--- config.mk ---
export PLATFORM = sky130hd
export DESIGN_NAME = adc_seq_ctrl
export DESIGN_NICKNAME = d
export VERILOG_FILES = /design/src/rtl/adc_seq_pkg.sv /design/src/rtl/adc_seq_regs.sv /design/src/rtl/adc_seq_fsm.sv /design/src/rtl/adc_seq_result.sv /design/src/rtl/adc_seq_ctrl.sv
export SDC_FILE = /design/constraint.sdc
export NUM_CORES = 1
export LEC_CHECK = 0
export BUFFER_PORTS_ARGS = -buffer_cell sky130_fd_sc_hd__buf_4
export CORE_MARGIN = 5
export CORE_UTILIZATION = 30
export CTS_CLUSTER_DIAMETER = 80
export DETAILED_ROUTE_END_ITERATION = 8
export GPL_TIMING_DRIVEN = 0
export MAX_ROUTING_LAYER = met4
export PLACE_DENSITY = 0.57
export SETUP_SLACK_MARGIN = 0.15
export SYNTH_ARGS = -nofsm -noshare
export SYNTH_HDL_FRONTEND = slang
export SYNTH_SLANG_ARGS = --single-unit
--- constraint.sdc ---
create_clock -name clk_i -period 1.7 [get_ports clk_i]
set_input_delay 0.255 -clock clk_i [delete_from_list [all_inputs] [get_ports clk_i]]
set_output_delay 0.255 -clock clk_i [all_outputs]
set_load 0.1 [all_outputs]
--- src/rtl/adc_seq_pkg.sv ---
package adc_seq_pkg;
  typedef enum logic [1:0] {
    MODE_FIX_ONE  = 2'b00,
    MODE_FIX_RPT  = 2'b01,
    MODE_SCAN_ONE = 2'b10,
    MODE_SCAN_RPT = 2'b11
  } seq_mode_e;

  typedef enum logic [1:0] {
    ST_IDLE = 2'd0,
    ST_REQ  = 2'd1,
    ST_WAIT = 2'd2
  } seq_state_e;

  function automatic logic mode_is_scan(seq_mode_e m);
    return m[1];
  endfunction

  function automatic logic mode_is_rpt(seq_mode_e m);
    return m[0];
  endfunction
endpackage

--- src/rtl/adc_seq_regs.sv ---
module adc_seq_regs
  import adc_seq_pkg::*;
#(
  parameter int CH_W = 4
) (
  input  logic            clk_i,
  input  logic            rst_ni,
  input  logic            we_i,
  input  logic [1:0]      mode_i,
  input  logic [CH_W-1:0] chan_i,
  input  logic            start_i,
  input  logic            hw_clr_i,
  output seq_mode_e       mode_o,
  output logic [CH_W-1:0] chan_o,
  output logic            start_o
);
  always_ff @(posedge clk_i or negedge rst_ni) begin
    if (!rst_ni) begin
      mode_o  <= MODE_FIX_ONE;
      chan_o  <= '0;
      start_o <= 1'b0;
    end else if (we_i) begin
      mode_o  <= seq_mode_e'(mode_i);
      chan_o  <= chan_i;
      start_o <= start_i;
    end else if (hw_clr_i) begin
      start_o <= 1'b0;
    end
  end
endmodule

--- src/rtl/adc_seq_fsm.sv ---
module adc_seq_fsm
  import adc_seq_pkg::*;
#(
  parameter int CH_W = 4
) (
  input  logic            clk_i,
  input  logic            rst_ni,
  input  seq_mode_e       reg_mode_i,
  input  logic [CH_W-1:0] reg_chan_i,
  input  logic            reg_start_i,
  input  logic            conv_done_i,
  output logic            conv_start_o,
  output logic [CH_W-1:0] conv_chan_o,
  output logic            busy_o,
  output logic            clr_start_o,
  output logic            cap_o,
  output logic [CH_W-1:0] cap_chan_o
);
  seq_state_e      st_q, st_d;
  seq_mode_e       act_q, act_d;
  logic [CH_W-1:0] cur_q, cur_d;
  logic            last_ch;

  assign last_ch = (cur_q == '0);

  always_comb begin
    st_d        = st_q;
    act_d       = act_q;
    cur_d       = cur_q;
    clr_start_o = 1'b0;
    unique case (st_q)
      ST_IDLE: if (reg_start_i) begin
        st_d  = ST_REQ;
        act_d = reg_mode_i;
        cur_d = reg_chan_i;
      end
      ST_REQ: st_d = ST_WAIT;
      ST_WAIT: if (conv_done_i) begin
        if (mode_is_scan(act_q) && !last_ch) begin
          st_d  = ST_REQ;                       // scan still descending
          cur_d = cur_q - 1'b1;
        end else if (!reg_start_i) begin
          st_d  = ST_IDLE;
        end else if (!mode_is_scan(act_q) && mode_is_scan(reg_mode_i) && !last_ch) begin
          st_d  = ST_REQ;                       // fixed -> scan carries on below n
          act_d = reg_mode_i;
          cur_d = cur_q - 1'b1;
        end else if (!mode_is_rpt(act_q)) begin
          st_d        = ST_IDLE;
          clr_start_o = 1'b1;
        end else begin
          st_d  = ST_REQ;                       // continuous restart from latched channel
          act_d = reg_mode_i;
          cur_d = reg_chan_i;
        end
      end
      default: st_d = ST_IDLE;
    endcase
  end

  always_ff @(posedge clk_i or negedge rst_ni) begin
    if (!rst_ni) begin
      st_q  <= ST_IDLE;
      act_q <= MODE_FIX_ONE;
      cur_q <= '0;
    end else begin
      st_q  <= st_d;
      act_q <= act_d;
      cur_q <= cur_d;
    end
  end

  assign conv_start_o = (st_q == ST_REQ);
  assign conv_chan_o  = cur_q;
  assign busy_o       = (st_q != ST_IDLE);
  assign cap_o        = (st_q == ST_WAIT) && conv_done_i;
  assign cap_chan_o   = cur_q;
endmodule

--- src/rtl/adc_seq_result.sv ---
module adc_seq_result #(
  parameter int CH_W   = 4,
  parameter int DATA_W = 10
) (
  input  logic              clk_i,
  input  logic              rst_ni,
  input  logic              cap_i,
  input  logic [CH_W-1:0]   chan_i,
  input  logic [DATA_W-1:0] data_i,
  output logic [DATA_W-1:0] data_o,
  output logic [CH_W-1:0]   chan_o,
  output logic              eoc_o
);
  always_ff @(posedge clk_i or negedge rst_ni) begin
    if (!rst_ni) begin
      data_o <= '0;
      chan_o <= '0;
      eoc_o  <= 1'b0;
    end else begin
      eoc_o <= cap_i;
      if (cap_i) begin
        data_o <= data_i;
        chan_o <= chan_i;
      end
    end
  end
endmodule

--- src/rtl/adc_seq_ctrl.sv ---
module adc_seq_ctrl
  import adc_seq_pkg::*;
#(
  parameter int CH_W   = 4,
  parameter int DATA_W = 10
) (
  input  logic              clk_i,
  input  logic              rst_ni,
  input  logic              cfg_we_i,
  input  logic [1:0]        cfg_mode_i,
  input  logic [CH_W-1:0]   cfg_chan_i,
  input  logic              cfg_start_i,
  output logic [1:0]        cfg_mode_o,
  output logic [CH_W-1:0]   cfg_chan_o,
  output logic              cfg_start_o,
  output logic              busy_o,
  output logic              conv_start_o,
  output logic [CH_W-1:0]   conv_chan_o,
  input  logic              conv_done_i,
  input  logic [DATA_W-1:0] conv_data_i,
  output logic [DATA_W-1:0] res_data_o,
  output logic [CH_W-1:0]   res_chan_o,
  output logic              eoc_o
);
  seq_mode_e       reg_mode;
  logic [CH_W-1:0] reg_chan;
  logic            reg_start;
  logic            clr_start;
  logic            cap;
  logic [CH_W-1:0] cap_chan;

  adc_seq_regs #(.CH_W(CH_W)) u_regs (
    .clk_i    (clk_i),
    .rst_ni   (rst_ni),
    .we_i     (cfg_we_i),
    .mode_i   (cfg_mode_i),
    .chan_i   (cfg_chan_i),
    .start_i  (cfg_start_i),
    .hw_clr_i (clr_start),
    .mode_o   (reg_mode),
    .chan_o   (reg_chan),
    .start_o  (reg_start)
  );

  adc_seq_fsm #(.CH_W(CH_W)) u_fsm (
    .clk_i        (clk_i),
    .rst_ni       (rst_ni),
    .reg_mode_i   (reg_mode),
    .reg_chan_i   (reg_chan),
    .reg_start_i  (reg_start),
    .conv_done_i  (conv_done_i),
    .conv_start_o (conv_start_o),
    .conv_chan_o  (conv_chan_o),
    .busy_o       (busy_o),
    .clr_start_o  (clr_start),
    .cap_o        (cap),
    .cap_chan_o   (cap_chan)
  );

  adc_seq_result #(.CH_W(CH_W), .DATA_W(DATA_W)) u_res (
    .clk_i  (clk_i),
    .rst_ni (rst_ni),
    .cap_i  (cap),
    .chan_i (cap_chan),
    .data_i (conv_data_i),
    .data_o (res_data_o),
    .chan_o (res_chan_o),
    .eoc_o  (eoc_o)
  );

  assign cfg_mode_o  = reg_mode;
  assign cfg_chan_o  = reg_chan;
  assign cfg_start_o = reg_start;
endmodule

==> results of run 1 <==
-- through the flow --
| step | cells | utilization | hold WS, ns |
|---|---|---|---|
| after global routing | 239 | 0.486 | 0.198 |
| after CTS | 232 | 0.461 | 0.172 |
| after global placement | 214 | 0.418 | 0.204 |
| after detailed placement | 214 | 0.418 | 0.211 |
| final | 239 | 0.486 | 0.185 |
| after floorplan | 115 | - | -0.0406 |
-- cells by family (layout without fill, tap and decap cells) --
kind of cell / count (synthesis) / count (layout) / synth area share
buffers and inverters: 11 / 83 / 0.0332
and+or+nand+nor: 27 / 27 / 0.110
AOI/OAI and AO/OA: 26 / 26 / 0.151
muxes: 20 / 20 / 0.159
DFF: 30 / 30 / 0.538
adders and majority gates: 1 / 1 / 0.00897
-- path summary, 6_finish.rpt --
check	from	to	slack [ns]	cells after the start
worst max-delay path	u_fsm.cap_chan_o[0]$_DFFE_PN0P_	u_fsm.cap_chan_o[0]$_DFFE_PN0P_	-0.12	8
worst min-delay path	cfg_mode_i[1]	u_regs.mode_o[1]$_DFFE_PN0P_	0.18	3
worst max register to register	u_fsm.cap_chan_o[0]$_DFFE_PN0P_	u_fsm.cap_chan_o[0]$_DFFE_PN0P_	-0.12	8
worst min register to register	u_res.chan_o[0]$_DFFE_PN0P_	u_res.chan_o[0]$_DFFE_PN0P_	0.48	2
max in group asynchronous	rst_ni	u_fsm.cap_chan_o[1]$_DFFE_PN0P_	0.94	2
min in group asynchronous	rst_ni	u_res.chan_o[2]$_DFFE_PN0P_	0.44	2
-- routing by layer --
layer	vias to the layer above	routed length, um
met2	47	1940
met1	591	1520
met5	-	0
li1	557	-
met3	9	255
met4	0	63
-- cells in the mapped netlist (all sizes together) --
cell      n  area share
dfrtp    30        0.54
mux2     17        0.14
nand2     9       0.026
inv       8       0.022
a21oi     6       0.030
nor2      6       0.016
o21ai     5       0.021
a221oi    3       0.019
a2bb2oi   3       0.023
mux2i     3       0.022
nor3      3       0.011
clkbuf    2      0.0063
nor2b     2      0.0090
o41ai     2       0.013
a21bo     1      0.0072
and2b     1      0.0054
buf       1      0.0054
ha        1      0.0090
nand2b    1      0.0099
nand3     1      0.0036
nor3b     1       0.013
nor4      1      0.0045
o2111ai   1       0.011
o211ai    1      0.0054
o21a      1      0.0054
o21bai    1      0.0054
o2bb2ai   1      0.0063
o31ai     1      0.0054
or3       1      0.0045
or4b      1      0.0072
-- registers in the layout (all words and copies together), names as in the netlist --
name	flops
u_regs.chan_o	4
u_res.chan_o	4
u_regs.start_o	1
u_fsm.st_q	2
u_res.eoc_o	1
u_fsm.cap_chan_o	4
u_regs.mode_o	2
u_fsm.act_q	2
u_res.data_o	10
-- cell type report --
class	instances	area (um^2)
sequential	30	764
clock buffer	8	80.1
timing repair buffer	64	505
fill	407	2290
multi-input combinational	74	682
tap	52	65.1
inverter	8	35.0
buffer	3	26.3
-- what timing repair did --
item | CTS | global route
endpoints found under the setup margin | 15 | 13
hold buffers | 1 | 0
buffers inserted | 9 | 7
hold endpoints to repair | 30 | 0
pin swaps | 7 | 4
gates resized for setup | 9 | 14
-- worst max-delay path, delay by kind of cell, from the launching register on --
kind	cells	cell delay, ns
AOI/OAI and AO/OA	2	0.31
adders and majority gates	1	0.16
buffers and inverters	3	0.28
DFF	1	0.43
and+or+nand+nor	2	0.51
==> results.json, run 1 <==
{
  "use_met1": 0.149,
  "skew_ns": 0.0109,
  "tns_ns": -0.293,
  "grt.overflow.total": 0,
  "endpoint_kind": "flop",
  "yosysUniqueCellTypes": 35,
  "worst_slack_ns": -0.120,
  "routedWlPerCell_um": 15.8,
  "diodes": 0,
  "yosysSeqAreaShare": 0.538,
  "place_area_um2": 1860,
  "rows": 24,
  "synth.avg_cell_area_um2": 12.1,
  "h-tree-depth": 2,
  "max-slew-margin-rel": 0.709,
  "syn_inst": 115,
  "grt_busiest_layer": "met2",
  "cp_slowest_cell": "dfrtp_4",
  "crit_chain": "inv_4 -> ha_4 -> nor3b_4 -> buf_6 -> buf_6 -> or3_4 -> a221oi_2 -> o2bb2ai_1",
  "insertion_delay_ns": 0.28,
  "cap_violations": 0,
  "grtUsageMet2": 0.221,
  "slew_viol_final": 0,
  "first_pass_iters": 4,
  "tightest_slew_ns": 0.435,
  "max_stage_delay_ns": 0.43,
  "fin_area_um2": 2160,
  "cts_tree": "built",
  "rsz0062_at_grt": "true",
  "antenna_found_initial": 0,
  "synth_fp_nets": 137,
  "outcome": "complete, but fails checks",
  "met3_usage": 0.0458,
  "ant_nets": 0,
  "finalHoldViolations": 0,
  "wl_um": 3780,
  "cp_max_fo": 6,
  "die_x_um": 78.2,
  "final_cell_mix": "buf_4 (59), dfrtp_1 (23), mux2_2 (17)",
  "setup_viol": 4,
  "final_nets": 208,
  "num_vias": 1204,
  "numCtsBuffers": 5,
  "start_kind": "flop",
  "dr.first_iter.drc_count": 60,
  "hpwl_um": 2650,
  "root_buffer": "clkbuf_8",
  "cts_max_path_buffers": 2,
  "cpMostUsedCell": "buf_6",
  "core_area_um2": 4440,
  "layout_worst_path_cycle_share": 1.07,
  "max_freq_ghz": 0.549,
  "io_pins": 49,
  "die_area_um2": 6110,
  "grt_pass1_vias": 1245,
  "fin_crit_ns": 1.82,
  "drive_above_1_share": 0.615,
  "hp-class": "in -> reg",
  "drcViolationCount": 0,
  "grt_use_total": 0.132,
  "vias_per_cell": 5.04,
  "start_util": 0.314,
  "io_buffers": 47,
  "critPathArrivalTime_ns": 1.98,
  "yosys_warnings": 0,
  "grt_max_degree": 31,
  "clk_pin_slew_ns": 0.07,
  "mostFrequentLayoutCell": "buf_4",
  "crit_type": "reg -> reg",
  "ys_ff_latch": 30,
  "violations": "negative setup slack",
  "syn2layout_area_growth_pct": 54.7,
  "die_h_um": 78.2,
  "cts_sinks": 30,
  "dp_slack_ns": -0.142,
  "critical_path_required_ns": 1.86,
  "gp_congestion": 0.813,
  "synth_area_um2": 1400,
  "grt_pass1_wl_um": 6160
}
Power of run 1 is left out: the tool's default activity adds up to more than one toggle a clock period on the data nets, which glitch-free logic cannot reach.
==> inputs of run 2 (changes only) <==
REMOVE_ABC_BUFFERS = 1   (was default)
==> results.json, run 2 (synthesis gave the netlist of run 1 again) <==
{
  "max_freq_ghz": 0.585,
  "first_pass_iters": 4,
  "numCtsBuffers": 5,
  "endpoint_kind": "flop",
  "grt.overflow.total": 0,
  "fin_crit_ns": 1.71,
  "dr.first_iter.drc_count": 35,
  "die_x_um": 78.2,
  "grt_pass1_wl_um": 5840,
  "antenna_found_initial": 0,
  "tightest_slew_ns": 0.519,
  "place_area_um2": 1800,
  "dp.cells": 212,
  "largest_reg_flops": 10,
  "hp-class": "in -> reg",
  "fin_area_um2": 2000,
  "hpwl_um": 2620,
  "hp-start": "cfg_mode_i[1]",
  "max_stage_delay_ns": 0.46,
  "core_area_um2": 4440,
  "die_area_um2": 6110,
  "syn2layout_area_growth_pct": 43.5,
  "worstHoldEndpoint": "u_regs.mode_o[1]$_DFFE_PN0P_",
  "max-slew-margin-rel": 0.652,
  "multiInputGateArea_um2": 636,
  "root_buffer": "clkbuf_8",
  "final_core_util": 0.450,
  "rrSetupSlack_ns": -0.01,
  "path_delay_family": "simple AND/OR/NAND/NOR gates",
  "ff_latch_area_um2": 753,
  "grt_max_degree": 31,
  "cts_tree": "built",
  "skew_ns": 0.00321,
  "slew_viol_final": 0,
  "setup_viol": 1,
  "finalHoldViolations": 0,
  "io_buffers": 48,
  "drive_above_1_share": 0.534,
  "nFillCells": 434,
  "insertion_delay_ns": 0.28,
  "critical_path_required_ns": 1.86,
  "ff2ff_path_depth": 6,
  "layout_worst_path_cycle_share": 1.01,
  "violations": "negative setup slack",
  "cts_sinks": 30,
  "wl_um": 3560,
  "h-tree-depth": 2,
  "start_kind": "flop",
  "grt_pass1_vias": 1245,
  "die_h_um": 78.2,
  "final_nets": 197,
  "crit_chain": "inv_2 -> ha_4 -> nor3b_4 -> nor3_1 -> mux2i_1 -> a2bb2oi_1",
  "hold_slack_ns": 0.187,
  "vias_per_cell": 5.00,
  "cts_max_path_buffers": 2,
  "drcViolationCount": 0,
  "mostFrequentLayoutCell": "buf_4",
  "num_vias": 1141,
  "cp_slowest_cell": "nor3_1",
  "r2r_end": "u_fsm.cap_chan_o[2]$_DFFE_PN0P_",
  "critPathArrivalTime_ns": 1.87,
  "outcome": "complete, but fails checks",
  "start_util": 0.314,
  "routedWlPerCell_um": 15.6,
  "crit_buf_inv": 1,
  "io_pins": 49,
  "fin_cells": 228,
  "ant_nets": 0,
  "grt_use_total": 0.128,
  "r2r-start": "u_fsm.cap_chan_o[0]$_DFFE_PN0P_",
  "final_cell_mix": "buf_4 (54), dfrtp_1 (28), mux2_2 (17)",
  "cap_violations": 0,
  "holdPathStages": 3,
  "clk_pin_slew_ns": 0.07,
  "diodes": 0,
  "rows": 24,
  "crit_type": "reg -> reg",
  "top_register": "u_res.data_o",
  "worst_slack_ns": -0.0100,
  "gp_congestion": 0.806,
  "rsz0062_at_grt": "true",
  "cp_max_fo": 8
}
[run 2: cell types whose count changed in the layout (fill, tap and decap cells not counted), sizes merged]
cell    change
buf        -10
clkbuf      -2
clkinv      +1
[run 2: worst max path at each step]
| stage | to | from | depth (start not counted) |
|---|---|---|---|
| after floorplan | u_fsm.cap_chan_o[0]$_DFFE_PN0P_ | u_fsm.cap_chan_o[0]$_DFFE_PN0P_ | 6 |
| after global placement | u_fsm.act_q[0]$_DFFE_PN0P_ | u_fsm.cap_chan_o[0]$_DFFE_PN0P_ | 6 |
| after detailed placement | u_fsm.act_q[1]$_DFFE_PN0P_ | u_fsm.cap_chan_o[0]$_DFFE_PN0P_ | 6 |
| after CTS | u_fsm.cap_chan_o[2]$_DFFE_PN0P_ | u_fsm.cap_chan_o[0]$_DFFE_PN0P_ | 6 |
| after global routing | u_fsm.act_q[1]$_DFFE_PN0P_ | u_fsm.cap_chan_o[0]$_DFFE_PN0P_ | 6 |
| final | u_fsm.cap_chan_o[2]$_DFFE_PN0P_ | u_fsm.cap_chan_o[0]$_DFFE_PN0P_ | 6 |
[run 2: layout make-up]
| type | instances | area share |
|---|---|---|
| clock buffer | 7 | 0.0431 |
| inverter | 8 | 0.0150 |
| sequential | 30 | 0.376 |
| timing repair buffer | 56 | 0.213 |
| tap | 52 | 0.0325 |
| clock inverter | 1 | 0.00250 |
| multi-input combinational | 74 | 0.318 |
[run 2: tightest hold or removal path: cells and delay by family]
kind	cells	cell delay, ns
buffers and inverters	1	0.07
AOI/OAI and AO/OA	1	0.06
and+or+nand+nor	1	0.04
[run 2: layer usage]
metal	global-route usage	wire length (um)
met3	0.0435	237
met5	-	0
met4	0.0769	136
met1	0.136	1430
met2	0.207	1750
[run 2: repair_timing]
item                                    4_1_cts  5_1_grt
resized for setup                            12        0
hold buffers                                  1        0
endpoints found under the setup margin       22        9
pin swaps                                     3        3
hold endpoints to repair                     30        0
buffers inserted                              6        1
[run 2: metrics by stage]
step                      setup slack (ns)  setup TNS [ns]
after global placement              -0.115          -0.704
after global routing                -0.103          -0.433
after floorplan                     -0.725           -5.35
after CTS                           0.0203               0
final                              -0.0100         -0.0100
after detailed placement            -0.202           -1.16
Power of run 2 is left out for the same reason.
==> inputs of run 3 (changes only) <==
BUFFER_PORTS_ARGS = default   (was -buffer_cell sky130_fd_sc_hd__buf_4)
DONT_BUFFER_PORTS = 1   (was default)
PLACE_DENSITY = 0.47   (was 0.57)
==> results.json, run 3 (synthesis gave the netlist of run 1 again) <==
{
  "r2r-start": "u_fsm.cap_chan_o[1]$_DFFE_PN0P_",
  "io_buffers": 0,
  "ff2ff_path_depth": 6,
  "top_register": "u_res.data_o",
  "start_kind": "flop",
  "hpwl_um": 2190,
  "max_freq_ghz": 0.517,
  "max-slew-margin-rel": 0.363,
  "vias_per_cell": 5.15,
  "drive_above_1_share": 0.504,
  "clk_pin_slew_ns": 0.06,
  "skew_ns": 0.00372,
  "fin_crit_ns": 1.93,
  "numCtsBuffers": 5,
  "wl_um": 3100,
  "cts_tree": "built",
  "crit_type": "reg -> reg",
  "io_pins": 49,
  "largest_reg_flops": 10,
  "num_vias": 963,
  "gp_congestion": 0.752,
  "diodes": 0,
  "finalHoldViolations": 0,
  "syn2layout_area_growth_pct": 32.1,
  "mostFrequentLayoutCell": "dfrtp_1",
  "die_area_um2": 6110,
  "tightest_slew_ns": 0.955,
  "h-tree-depth": 2,
  "core_area_um2": 4440,
  "insertion_delay_ns": 0.28,
  "dr.first_iter.drc_count": 18,
  "final_nets": 156,
  "die_h_um": 78.2,
  "cts_sinks": 30,
  "hp-class": "in -> reg",
  "endpoint_kind": "flop",
  "ant_nets": 0,
  "slew_viol_final": 0,
  "critical_path_required_ns": 1.86,
  "critPathArrivalTime_ns": 2.10,
  "final_cell_mix": "dfrtp_1 (20), mux2_2 (17), buf_4 (11)",
  "grt_max_degree": 31,
  "first_pass_iters": 5,
  "start_util": 0.314,
  "cts_max_path_buffers": 2,
  "rrSetupSlack_ns": -0.23,
  "layout_worst_path_cycle_share": 1.14,
  "drcViolationCount": 0,
  "worst_slack_ns": -0.233,
  "grt_pass1_vias": 1055,
  "root_buffer": "clkbuf_8",
  "startpoint": "u_fsm.cap_chan_o[1]$_DFFE_PN0P_",
  "grt_use_total": 0.114,
  "cap_violations": 0,
  "final_core_util": 0.415,
  "cp_max_fo": 6,
  "grt.overflow.total": 0,
  "r2r_end": "u_fsm.cap_chan_o[0]$_DFFE_PN0P_",
  "grt_pass1_wl_um": 5110,
  "setup_viol": 8,
  "antenna_found_initial": 0,
  "nFillCells": 412,
  "outcome": "complete, but fails checks",
  "critPathCapture": "u_fsm.cap_chan_o[0]$_DFFE_PN0P_",
  "routedWlPerCell_um": 16.6,
  "die_x_um": 78.2,
  "rows": 24,
  "rsz0062_at_grt": "true",
  "violations": "negative setup slack"
}
run 3: cell types whose count changed in the layout (fill, tap and decap cells not counted), sizes merged:
cell | previous run | this run
buf | 55 | 14
bufinv | 0 | 2
clkbuf | 7 | 6
clkinv | 1 | 0
run 3: routing by layer:
layer / track usage / vias up / part of all wire
met4: 0.0524 / 0 / 0.0087
met1: 0.120 / 476 / 0.41
met5: - / - / 0
met3: 0.0503 / 2 / 0.052
li1: - / 457 / -
met2: 0.183 / 28 / 0.53
run 3: area by class of cell:
cell class              count  area, um^2  area share
well taps                  52        65.1      0.0353
inverters                   8        37.5      0.0204
flip-flops and latches     30         768       0.417
repair buffers             15         128      0.0692
clock buffers               6        82.6      0.0448
clock inverters             2        60.1      0.0326
multi-input cells          74         702       0.381
run 3: stage by stage:
| stage | setup slack, ns | hold WS, ns | std cells | TNS (ns) | area [um^2] |
|---|---|---|---|---|---|
| after floorplan | -0.725 | -0.0406 | 112 | -5.35 | 1380 |
| after global placement | -0.935 | -0.0395 | 164 | -7.24 | 1440 |
| after detailed placement | -0.946 | -0.0395 | 165 | -6.50 | 1450 |
| after CTS | -0.227 | 0.0674 | 184 | -1.52 | 1760 |
| after global routing | -0.316 | 0.0462 | 187 | -2.05 | 1840 |
| final | -0.233 | 0.0612 | 187 | -1.42 | 1840 |
run 3: repair_timing:
| action | CTS | global route |
|---|---|---|
| cloned | 0 | 0 |
| pin swaps | 3 | 10 |
| endpoints found under the hold margin | 30 | 0 |
| setup buffers | 9 | 3 |
| endpoints found under the setup margin | 26 | 24 |
| hold buffers | 2 | 0 |
| gates resized for setup | 24 | 12 |
run 3: worst min path at each step:
stage	startpoint	end	slack [ns]	cells past startpoint
final	cfg_we_i	u_regs.start_o$_DFFE_PN0P_	0.06	1
after global routing	cfg_we_i	u_regs.start_o$_DFFE_PN0P_	0.05	1
after CTS	conv_done_i	u_fsm.st_q[1]$_DFFE_PN0P_	0.07	1
after detailed placement	rst_ni	u_res.data_o[8]$_DFFE_PN0P_	-0.04	0
after global placement	rst_ni	u_fsm.act_q[0]$_DFFE_PN0P_	-0.04	0
after floorplan	rst_ni	u_fsm.act_q[0]$_DFFE_PN0P_	-0.04	0
run 3: critical path: stages, from the launching register on:
cell	delay, ns
dfrtp_4	0.63
inv_4	0.07
ha_4	0.18
nor3b_4	0.18
or3_1	0.42
a221oi_2	0.24
o2bb2ai_1	0.10
Power of run 3 is left out for the same reason.
